## config.mk

```make
export PLATFORM = sky130hd
export DESIGN_NAME = bus_err_report
export DESIGN_NICKNAME = d
export VERILOG_FILES = /design/src/rtl/bus_err_pkg.sv /design/src/rtl/err_flag_bank.sv /design/src/rtl/err_report_gate.sv /design/src/rtl/bus_err_report.sv
export SDC_FILE = /design/constraint.sdc
export NUM_CORES = 1
export LEC_CHECK = 0
export ABC_AREA = 0
export BUFFER_PORTS_ARGS = -buffer_cell sky130_fd_sc_hd__clkbuf_2
export CAP_MARGIN = 30
export CORE_AREA = 2 2 39 41
export DETAILED_ROUTE_END_ITERATION = 7
export DIE_AREA = 0 0 41 43
export PLACE_DENSITY = 0.68
export SETUP_SLACK_MARGIN = 0.2
export SYNTH_ARGS = -nofsm -noshare
export SYNTH_HDL_FRONTEND = slang
export SYNTH_SLANG_ARGS = --single-unit
```

## constraint.sdc

```tcl
create_clock -name clk -period 1.9 [get_ports clk]
set_input_delay 0.19 -clock clk [delete_from_list [all_inputs] [get_ports clk]]
set_output_delay 0.19 -clock clk [all_outputs]
set_load 0.02 [all_outputs]
```

## src/rtl/bus_err_pkg.sv

```systemverilog
package bus_err_pkg;

  // Abort strobes carried together from the top into the reporting gate.
  typedef struct packed {
    logic master;
    logic target;
  } abort_evt_t;

  // Build a one-hot mask of a given width with bit `pos` set.
  function automatic logic [31:0] bit_mask(input int pos);
    logic [31:0] m;
    m = '0;
    m[pos] = 1'b1;
    return m;
  endfunction

endpackage

```

## src/rtl/err_flag_bank.sv

```systemverilog
module err_flag_bank #(
  parameter int              W         = 16,
  parameter logic [W-1:0]    FLAG_MASK = '0
) (
  input  logic         clk,
  input  logic         rst,
  input  logic [W-1:0] set_vec,
  input  logic         clr_en,
  input  logic [W-1:0] clr_vec,
  output logic [W-1:0] flags
);

  // Bits outside FLAG_MASK have no storage; fold them away for lint.
  logic unused_bank_bits;
  assign unused_bank_bits = ^{set_vec & ~FLAG_MASK, clr_vec & ~FLAG_MASK};

  for (genvar i = 0; i < W; i++) begin : g_bit
    if (FLAG_MASK[i]) begin : g_flag
      logic q;

      // Set has priority over a same-cycle clear.
      always_ff @(posedge clk) begin
        if (rst)                          q <= 1'b0;
        else if (set_vec[i])              q <= 1'b1;
        else if (clr_en && clr_vec[i])    q <= 1'b0;
      end

      assign flags[i] = q;

      AST_FLAG_STICKY: assert property (@(posedge clk) disable iff (rst)
        (flags[i] && !(clr_en && clr_vec[i])) |=> flags[i]);
      AST_SET_BEATS_CLEAR: assert property (@(posedge clk) disable iff (rst)
        set_vec[i] |=> flags[i]);
      AST_CLEAR_TAKES: assert property (@(posedge clk) disable iff (rst)
        (clr_en && clr_vec[i] && !set_vec[i]) |=> !flags[i]);
    end else begin : g_zero
      assign flags[i] = 1'b0;
    end
  end

endmodule

```

## src/rtl/err_report_gate.sv

```systemverilog
module err_report_gate
  import bus_err_pkg::*;
(
  input  logic       clk,
  input  logic       rst,
  input  abort_evt_t evt,
  input  logic       ma_en,
  input  logic       ta_en,
  input  logic       mc_en,
  input  logic       nmi,
  output logic       mcp,
  output logic       tea
);

  logic abort_rpt;
  logic nmi_rpt;
  logic mcp_q;
  logic tea_q;

  assign abort_rpt = mc_en && ((evt.master && ma_en) || (evt.target && ta_en));
  assign nmi_rpt   = mc_en && nmi;

  // One register stage: minimum latency of a single cycle.
  always_ff @(posedge clk) begin
    if (rst) begin
      mcp_q <= 1'b0;
      tea_q <= 1'b0;
    end else begin
      tea_q <= abort_rpt;
      mcp_q <= abort_rpt || nmi_rpt;
    end
  end

  assign mcp = mcp_q;
  assign tea = tea_q;

  AST_GLOBAL_GATE: assert property (@(posedge clk) disable iff (rst)
    !mc_en |=> (!tea && !mcp));
  AST_TEA_WITH_MCP: assert property (@(posedge clk) disable iff (rst)
    tea |-> mcp);
  AST_TA_REPORT: assert property (@(posedge clk) disable iff (rst)
    (evt.target && ta_en && mc_en) |=> (tea && mcp));
  AST_MA_REPORT: assert property (@(posedge clk) disable iff (rst)
    (evt.master && ma_en && mc_en) |=> (tea && mcp));
  AST_NMI_MCP: assert property (@(posedge clk) disable iff (rst)
    (nmi && mc_en) |=> mcp);
  AST_NMI_NO_TEA: assert property (@(posedge clk) disable iff (rst)
    (!evt.master && !evt.target) |=> !tea);

endmodule

```

## src/rtl/bus_err_report.sv

```systemverilog
module bus_err_report
  import bus_err_pkg::*;
#(
  parameter int STS_W       = 16,
  parameter int MA_FLAG_BIT = 13,
  parameter int TA_FLAG_BIT = 12,
  parameter int EN_W        = 8,
  parameter int MA_EN_BIT   = 1,
  parameter int TA_EN_BIT   = 7
) (
  input  logic             clk,
  input  logic             rst,
  input  logic             mabort_evt,
  input  logic             tabort_evt,
  input  logic             nmi_in,
  input  logic             mc_en,
  input  logic [EN_W-1:0]  err_en,
  input  logic             sts_wr_en,
  input  logic [STS_W-1:0] sts_wr_data,
  output logic [STS_W-1:0] sts_flags,
  output logic             mcp_o,
  output logic             tea_o
);

  localparam logic [STS_W-1:0] FLAG_MASK =
    STS_W'(bit_mask(MA_FLAG_BIT) | bit_mask(TA_FLAG_BIT));

  abort_evt_t       evt;
  logic [STS_W-1:0] set_vec;

  logic unused_en_bits;
  assign unused_en_bits = ^err_en;

  assign evt.master = mabort_evt;
  assign evt.target = tabort_evt;

  always_comb begin
    set_vec              = '0;
    set_vec[MA_FLAG_BIT] = mabort_evt;
    set_vec[TA_FLAG_BIT] = tabort_evt;
  end

  err_flag_bank #(
    .W         (STS_W),
    .FLAG_MASK (FLAG_MASK)
  ) flags_i (
    .clk     (clk),
    .rst     (rst),
    .set_vec (set_vec),
    .clr_en  (sts_wr_en),
    .clr_vec (sts_wr_data),
    .flags   (sts_flags)
  );

  err_report_gate gate_i (
    .clk   (clk),
    .rst   (rst),
    .evt   (evt),
    .ma_en (err_en[MA_EN_BIT]),
    .ta_en (err_en[TA_EN_BIT]),
    .mc_en (mc_en),
    .nmi   (nmi_in),
    .mcp   (mcp_o),
    .tea   (tea_o)
  );

  AST_TA_FLAG: assert property (@(posedge clk) disable iff (rst)
    tabort_evt |=> sts_flags[TA_FLAG_BIT]);
  AST_MA_FLAG: assert property (@(posedge clk) disable iff (rst)
    mabort_evt |=> sts_flags[MA_FLAG_BIT]);
  AST_OWN_ENABLE: assert property (@(posedge clk) disable iff (rst)
    (!(mabort_evt && err_en[MA_EN_BIT]) && !(tabort_evt && err_en[TA_EN_BIT]))
      |=> !tea_o);
  AST_NMI_NO_FLAG: assert property (@(posedge clk) disable iff (rst)
    (nmi_in && !mabort_evt && !tabort_evt && !sts_wr_en && sts_flags == '0)
      |=> sts_flags == '0);
  AST_RESERVED_ZERO: assert property (@(posedge clk) disable iff (rst)
    (sts_flags & ~FLAG_MASK) == '0);

endmodule

```

==> results of run 1 <==
## worst reg2reg max path, cell delays in order, from the launching register on
cell and delay [ns]:
dfxtp_1 0.30, a21boi_1 0.12, o21ba_1 0.16
## registers in the layout, summed over array words and instances, names as in the netlist
| register | flops |
|---|---|
| flags_i.g_bit.g_flag.q | 2 |
| gate_i.mcp | 1 |
| gate_i.tea | 1 |
## layout make-up
cell class	count	area share [%]
clock buffer	3	6.977
inverter	1	1.163
multi-input combinational	22	39.15
sequential	4	24.81
tap	16	6.202
timing repair buffer	14	21.71
## cell usage in the layout, fill, tap and decap left out
cell type / instances
nand2b_4: 1
conb_1: 14
o21ba_1: 2
clkbuf_2: 14
clkbuf_4: 3
a22oi_2: 1
dfxtp_1: 4
a21oi_2: 1
a21boi_1: 2
nor2_1: 1
inv_1: 1
## power by group
| group | switching, W | total (W) | internal [W] |
|---|---|---|---|
| Sequential | 0.00000175 | 0.0000914 | 0.0000896 |
| Clock | 0.0000333 | 0.000104 | 0.0000706 |
| Combinational | 0.0000418 | 0.0000604 | 0.0000186 |
## kinds of logic after synthesis
kind of cell	count (synthesis)	share of synthesized area [%]
buffers and inverters	17	44.00
AOI/OAI and AO/OA	6	20.00
DFF	4	28.45
and+or+nand+nor	2	6.220
other	1	1.332
## how the worst max path moves through the flow
stage	startpoint	end	slack [ns]	depth (start not counted)
after floorplan	flags_i.g_bit[12].g_flag.q	flags_i.g_bit[12].g_flag.q	1.24	2
after global placement	err_en[1]	gate_i.mcp	1.21	3
after detailed placement	err_en[1]	gate_i.mcp	1.20	3
after CTS	flags_i.g_bit[13].g_flag.q	sts_flags[13]	0.98	1
after global routing	flags_i.g_bit[13].g_flag.q	sts_flags[13]	0.96	1
final	flags_i.g_bit[13].g_flag.q	sts_flags[13]	0.99	1
## stage by stage
step                      cell area [µm²]  utilization (%)
after floorplan                     330.3                -
after global placement              300.3            21.70
after detailed placement            300.3            21.70
after CTS                           322.8            23.33
after global routing                322.8            23.33
final                               322.8            23.33
## per-layer routing
| layer | routed length (µm) | global-route usage [%] | vias up |
|---|---|---|---|
| li1 | - | - | 94 |
| met5 | 0 | 0 | - |
| met2 | 251 | 8.438 | 14 |
| met1 | 114 | 3.205 | 78 |
| met4 | 0 | 10.00 | 0 |
| met3 | 51 | 1.571 | 0 |
## synthesized netlist by cell type (all sizes together)
cell,n,area share [%]
a21oi,1,3.1
buf,16,43
a22oi,1,4.4
nor2,1,1.3
dfxtp,4,28
o21ba,2,7.1
a21boi,2,5.3
inv,1,1.3
conb,1,1.3
nand2b,1,4.9
==> impl_metrics.env, run 1 <==
export IMPL_status="finished clean"
export IMPL_worstReg2RegStart="flags_i.g_bit[13].g_flag.q"
export IMPL_r2r_cells=2
export IMPL_drt_iter0_drc=0
export IMPL_worstHoldStart="nmi_in"
export IMPL_maxCapViolCount=0
export IMPL_slew_viol_final=0
export IMPL_min_period_ns=0.9078
export IMPL_core_area_um2=1384
export IMPL_clk_latency_ns=0.23
export IMPL_grt_ovfl_total=0
export IMPL_syn_inst=30
export IMPL_worstPathMaxFanout=2
export IMPL_leakagePower_nw=0.1940
export IMPL_hold_depth=3
export IMPL_synthToLayoutAreaGrowth_pct=14.67
export IMPL_clockBufferDepth=2
export IMPL_max_freq_mhz=1102
export IMPL_htreeDepth=1
export IMPL_multi_input_area_um2=126.4
export IMPL_cts_tree="yes"
export IMPL_whs_ns=0.1848
export IMPL_whs_endpoint="gate_i.mcp"
export IMPL_path_cells="clkbuf_2"
export IMPL_rsz0062_at_grt="no"
export IMPL_seq_area_um2=80.08
export IMPL_ir_worst_vdd_v=0.0001357
export IMPL_antenna_found_initial=0
export IMPL_cp_slowest_cell="dfxtp_1"
export IMPL_avgSynthCellArea_um2=9.384
export IMPL_critical_path_class="flop to primary output"
export IMPL_synth_seq_cells=4
export IMPL_diodes=0
export IMPL_grt_usage_pct=5.517
export IMPL_postCtsHoldBufs=0
export IMPL_finalSetupViolations=0
export IMPL_grt_max_degree=4
export IMPL_cp_data_required_time_ns=1.71
export IMPL_finalClockSkew_ns=0
export IMPL_yosysWarnings=0
export IMPL_worst_setup_path_start_kind="flop"
export IMPL_drc=0
export IMPL_drtPass1Iterations=1
export IMPL_start_util_pct=20.34
export IMPL_io_buffers=14
export IMPL_yosysSeqAreaShare_pct=28.44
export IMPL_hpwlAfterDp_um=373.1
export IMPL_hp_class="primary input to flop"
export IMPL_rows=14
export IMPL_die_w_um=41
export IMPL_path_clk_slew_ns=0.04
export IMPL_dp_cells=57
export IMPL_cts_resized_gates=0
export IMPL_fillers=161
export IMPL_die_y_um=43
export IMPL_timing_rr_end="flags_i.g_bit[13].g_flag.q"
export IMPL_cts_sinks=4
export IMPL_arrival_ns=0.72
export IMPL_synth_cell_type_count=10
export IMPL_pin_count=49
export IMPL_vias_per_cell=3.100
export IMPL_place_ws_ns=1.205
export IMPL_setup_tns_ns=0
export IMPL_slowest_delay_ns=0.32
export IMPL_num_vias=186
export IMPL_regToRegSetupSlack_ns=1.22
export IMPL_wire_per_inst_um=6.950
export IMPL_synth_area_um2=281.5
export IMPL_dieArea_um2=1763
export IMPL_gp_congestion=0.5466
export IMPL_hold_violations=0
export IMPL_nets=77
export IMPL_period_share_pct=47.78
export IMPL_wl_um=417
export IMPL_p_per_area_nw_per_um2=791.8
export IMPL_total_power_w=0.0002556
export IMPL_ant_nets=0
export IMPL_critPathTopFamily="flip-flops"
export IMPL_crit_path_end_kind="primary output"
export IMPL_instances_no_fill=60
export IMPL_post_cts_setup_buffers=0
export IMPL_grt_pass1_wl_um=572
export IMPL_crit_buf_inv=1
export IMPL_grt_pass1_vias=171
export IMPL_drive_gt1_share_pct=45.45
export IMPL_worst_slack_ns=0.9922
export IMPL_cts_root_buf="clkbuf_4"
export IMPL_cts_inserted_buffers=3
Note: power is estimated with default switching activity, not from simulation.
==> run 2, diff against run 1 <==
Settings changed: ABC_AREA 0 to 1, PLACE_DENSITY 0.68 to 0.7.
Clock period 1.9 ns to 0.8 ns, I/O delays scaled along.
==> run 2 against run 1 <==
Synthesized cell count increased by 33%; global-route usage decreased by 0.49 points; first-iteration DRC count increased by 1; cell count increased by 17%; clock skew unchanged; worst hold slack got worse by 0.13 ns; core utilization increased by 3.3 points; area after synthesis unchanged; routed wire length increased by 1.4%; critical path type unchanged; largest cell class unchanged; largest power group unchanged; highest routed layer unchanged.
==> impl_metrics.env, run 2 <==
export IMPL_status="finished clean"
export IMPL_timing_rr_end="flags_i.g_bit[12].g_flag.q"
export IMPL_core_area_um2=1384
export IMPL_dieArea_um2=1763
export IMPL_largest_register="flags_i.g_bit.g_flag.q"
export IMPL_yosys_area_top_type="buf_4"
export IMPL_p_per_area_nw_per_um2=1711
export IMPL_ir_worst_vdd_v=0.0004230
export IMPL_finalClockSkew_ns=0
export IMPL_endpoint="sts_flags[12]"
export IMPL_clockBufferDepth=2
export IMPL_grt_pass1_wl_um=510
export IMPL_max_freq_mhz=1336
export IMPL_critPathTopFamily="flip-flops"
export IMPL_critical_path_class="flop to primary output"
export IMPL_hpwlAfterDp_um=382.9
export IMPL_synth_edff_count=0
export IMPL_maxCapViolCount=0
export IMPL_hold_violations=0
export IMPL_path_clk_slew_ns=0.04
export IMPL_layout_common_cells="conb_1 (14), clkbuf_2 (10), nand2_1 (9)"
export IMPL_drive_gt1_share_pct=40.74
export IMPL_slowest_delay_ns=0.32
export IMPL_period_share_pct=93.58
export IMPL_synth_top_area_share_pct=42.67
export IMPL_worstReg2RegStart="flags_i.g_bit[12].g_flag.q"
export IMPL_postCtsHoldBufs=0
export IMPL_drc=0
export IMPL_antenna_found_initial=0
export IMPL_largest_reg_flops=2
export IMPL_num_vias=212
export IMPL_arrival_ns=0.67
export IMPL_worst_setup_path_start_kind="flop"
export IMPL_crit_path_end_kind="primary output"
export IMPL_drt_iter0_drc=1
export IMPL_syn_inst=40
export IMPL_nets=87
export IMPL_min_period_ns=0.7486
export IMPL_grt_ovfl_total=0
export IMPL_die_y_um=43
export IMPL_worstPathMaxFanout=2
export IMPL_crit_start="flags_i.g_bit[12].g_flag.q"
export IMPL_yosysSeqAreaShare_pct=28.44
export IMPL_regToRegSetupSlack_ns=0.23
export IMPL_fillers=154
export IMPL_grt_max_degree=5
export IMPL_instances_no_fill=70
export IMPL_synth_seq_cells=4
export IMPL_async_flop_share_pct=0
export IMPL_cts_sinks=4
export IMPL_finalSetupViolations=0
export IMPL_synthToLayoutAreaGrowth_pct=30.67
export IMPL_synth_ff_type="dfxtp_1"
export IMPL_crit_buf_inv=1
export IMPL_cts_root_buf="clkbuf_4"
export IMPL_grt_usage_pct=5.030
export IMPL_wl_um=423
export IMPL_cts_tree="yes"
export IMPL_clk_latency_ns=0.23
export IMPL_dp_cells=67
export IMPL_cp_slowest_cell="dfxtp_2"
export IMPL_yosysMostFrequentCell="buf_4"
export IMPL_die_w_um=41
export IMPL_diodes=0
export IMPL_synth_area_um2=281.5
export IMPL_setup_tns_ns=0
export IMPL_rows=14
export IMPL_grt_pass1_vias=154
export IMPL_wire_per_inst_um=6.043
export IMPL_vias_per_cell=3.029
export IMPL_cp_data_required_time_ns=0.72
export IMPL_gp_congestion=0.6440
export IMPL_start_util_pct=20.34
export IMPL_r2r_cells=2
export IMPL_avgSynthCellArea_um2=7.038
export IMPL_synth_cell_type_count=9
export IMPL_hp_class="primary input to flop"
export IMPL_io_buffers=14
export IMPL_ant_nets=0
export IMPL_synthTopCellsByCount="buf_4 (16), nand2_1 (9), inv_1 (5), dfxtp_1 (4), a21oi_1 (2)"
export IMPL_cp_depth=1
export IMPL_synth_area_leaders="buf_4 (43%), dfxtp_1 (28%), nand2_1 (12%)"
export IMPL_drtPass1Iterations=2
export IMPL_pin_count=49
export IMPL_layout_commonest_cell="conb_1"
export IMPL_path_cells="buf_8"
export IMPL_slew_viol_final=0
export IMPL_leakagePower_nw=0.2239
export IMPL_yosysWarnings=0
export IMPL_htreeDepth=1
export IMPL_rsz0062_at_grt="yes"
export IMPL_cts_inserted_buffers=3
## run 2: cell types whose count changed in the layout (fill, tap and decap cells not counted), moves of 4 or more
cell | before | now
nand2_1 | 0 | 9
dfxtp_2 | 0 | 4
inv_1 | 1 | 5
dfxtp_1 | 4 | 0
clkbuf_2 | 14 | 10
buf_8 | 0 | 4
## run 2: how the worst min path moves through the flow
stage               from    endpoint  slack, ns  cells after the start
finish               rst  gate_i.tea       0.05                      2
global route         rst  gate_i.tea       0.06                      2
CTS                  rst  gate_i.tea       0.04                      2
detailed placement   rst  gate_i.tea       0.30                      2
global placement     rst  gate_i.tea       0.30                      2
floorplan            rst  gate_i.tea       0.15                      1
## run 2: area by class of cell
| cell class | instances | area (µm²) | area share [%] |
|---|---|---|---|
| clock buffers | 3 | 22.52 | 6.122 |
| inverters | 5 | 18.77 | 5.102 |
| multi-input cells | 28 | 111.4 | 30.27 |
| flip-flops and latches | 4 | 85.08 | 23.13 |
| well taps | 16 | 20.02 | 5.442 |
| repair buffers | 14 | 110.1 | 29.93 |
## run 2: per-layer routing
| metal | GRT usage, % | part of all wire (%) | wire [µm] | vias to the layer above |
|---|---|---|---|---|
| met1 | 4.207 | 39 | 163 | 81 |
| met5 | 0 | 0 | 0 | - |
| met3 | 3.141 | 15 | 62 | 0 |
| met4 | 8.000 | 0 | 0 | 0 |
| met2 | 5.938 | 47 | 197 | 15 |
| li1 | - | - | - | 116 |
## run 2: stage by stage
step                power (W)  worst slack [ns]  util [%]  instance area [µm²]  hold WS, ns
floorplan           0.0003783            0.2875         -                330.3       0.1469
global placement    0.0003577            0.2483     21.70                300.3       0.2963
global route        0.0006590           0.02315     26.58                367.9      0.05790
finish              0.0006295           0.05137     26.58                367.9      0.05102
CTS                 0.0006317           0.02092     26.13                361.6      0.04422
detailed placement  0.0003588            0.2387     21.70                300.3       0.3002
## run 2: power breakdown
part           internal [W]  leakage (nW)  switching [W]
combinational     0.0000587         0.176       0.000102
sequential         0.000215        0.0344     0.00000873
clock              0.000167        0.0138      0.0000771
## run 2: kinds of logic (layout without fill, tap and decap cells)
logic type	Yosys count	count (layout)	share of synthesized area, %
AND/OR/NAND/NOR	12	12	17.33
flip-flops	4	4	28.45
buffers and inverters	21	22	49.34
AO/OA/AOI/OAI	2	2	3.556
other	1	14	1.332
## run 2: repair_timing
item | 4_1_cts | 5_1_grt
buffers inserted | 0 | 0
setup endpoints to repair | 4 | 4
resized for setup | 11 | 5
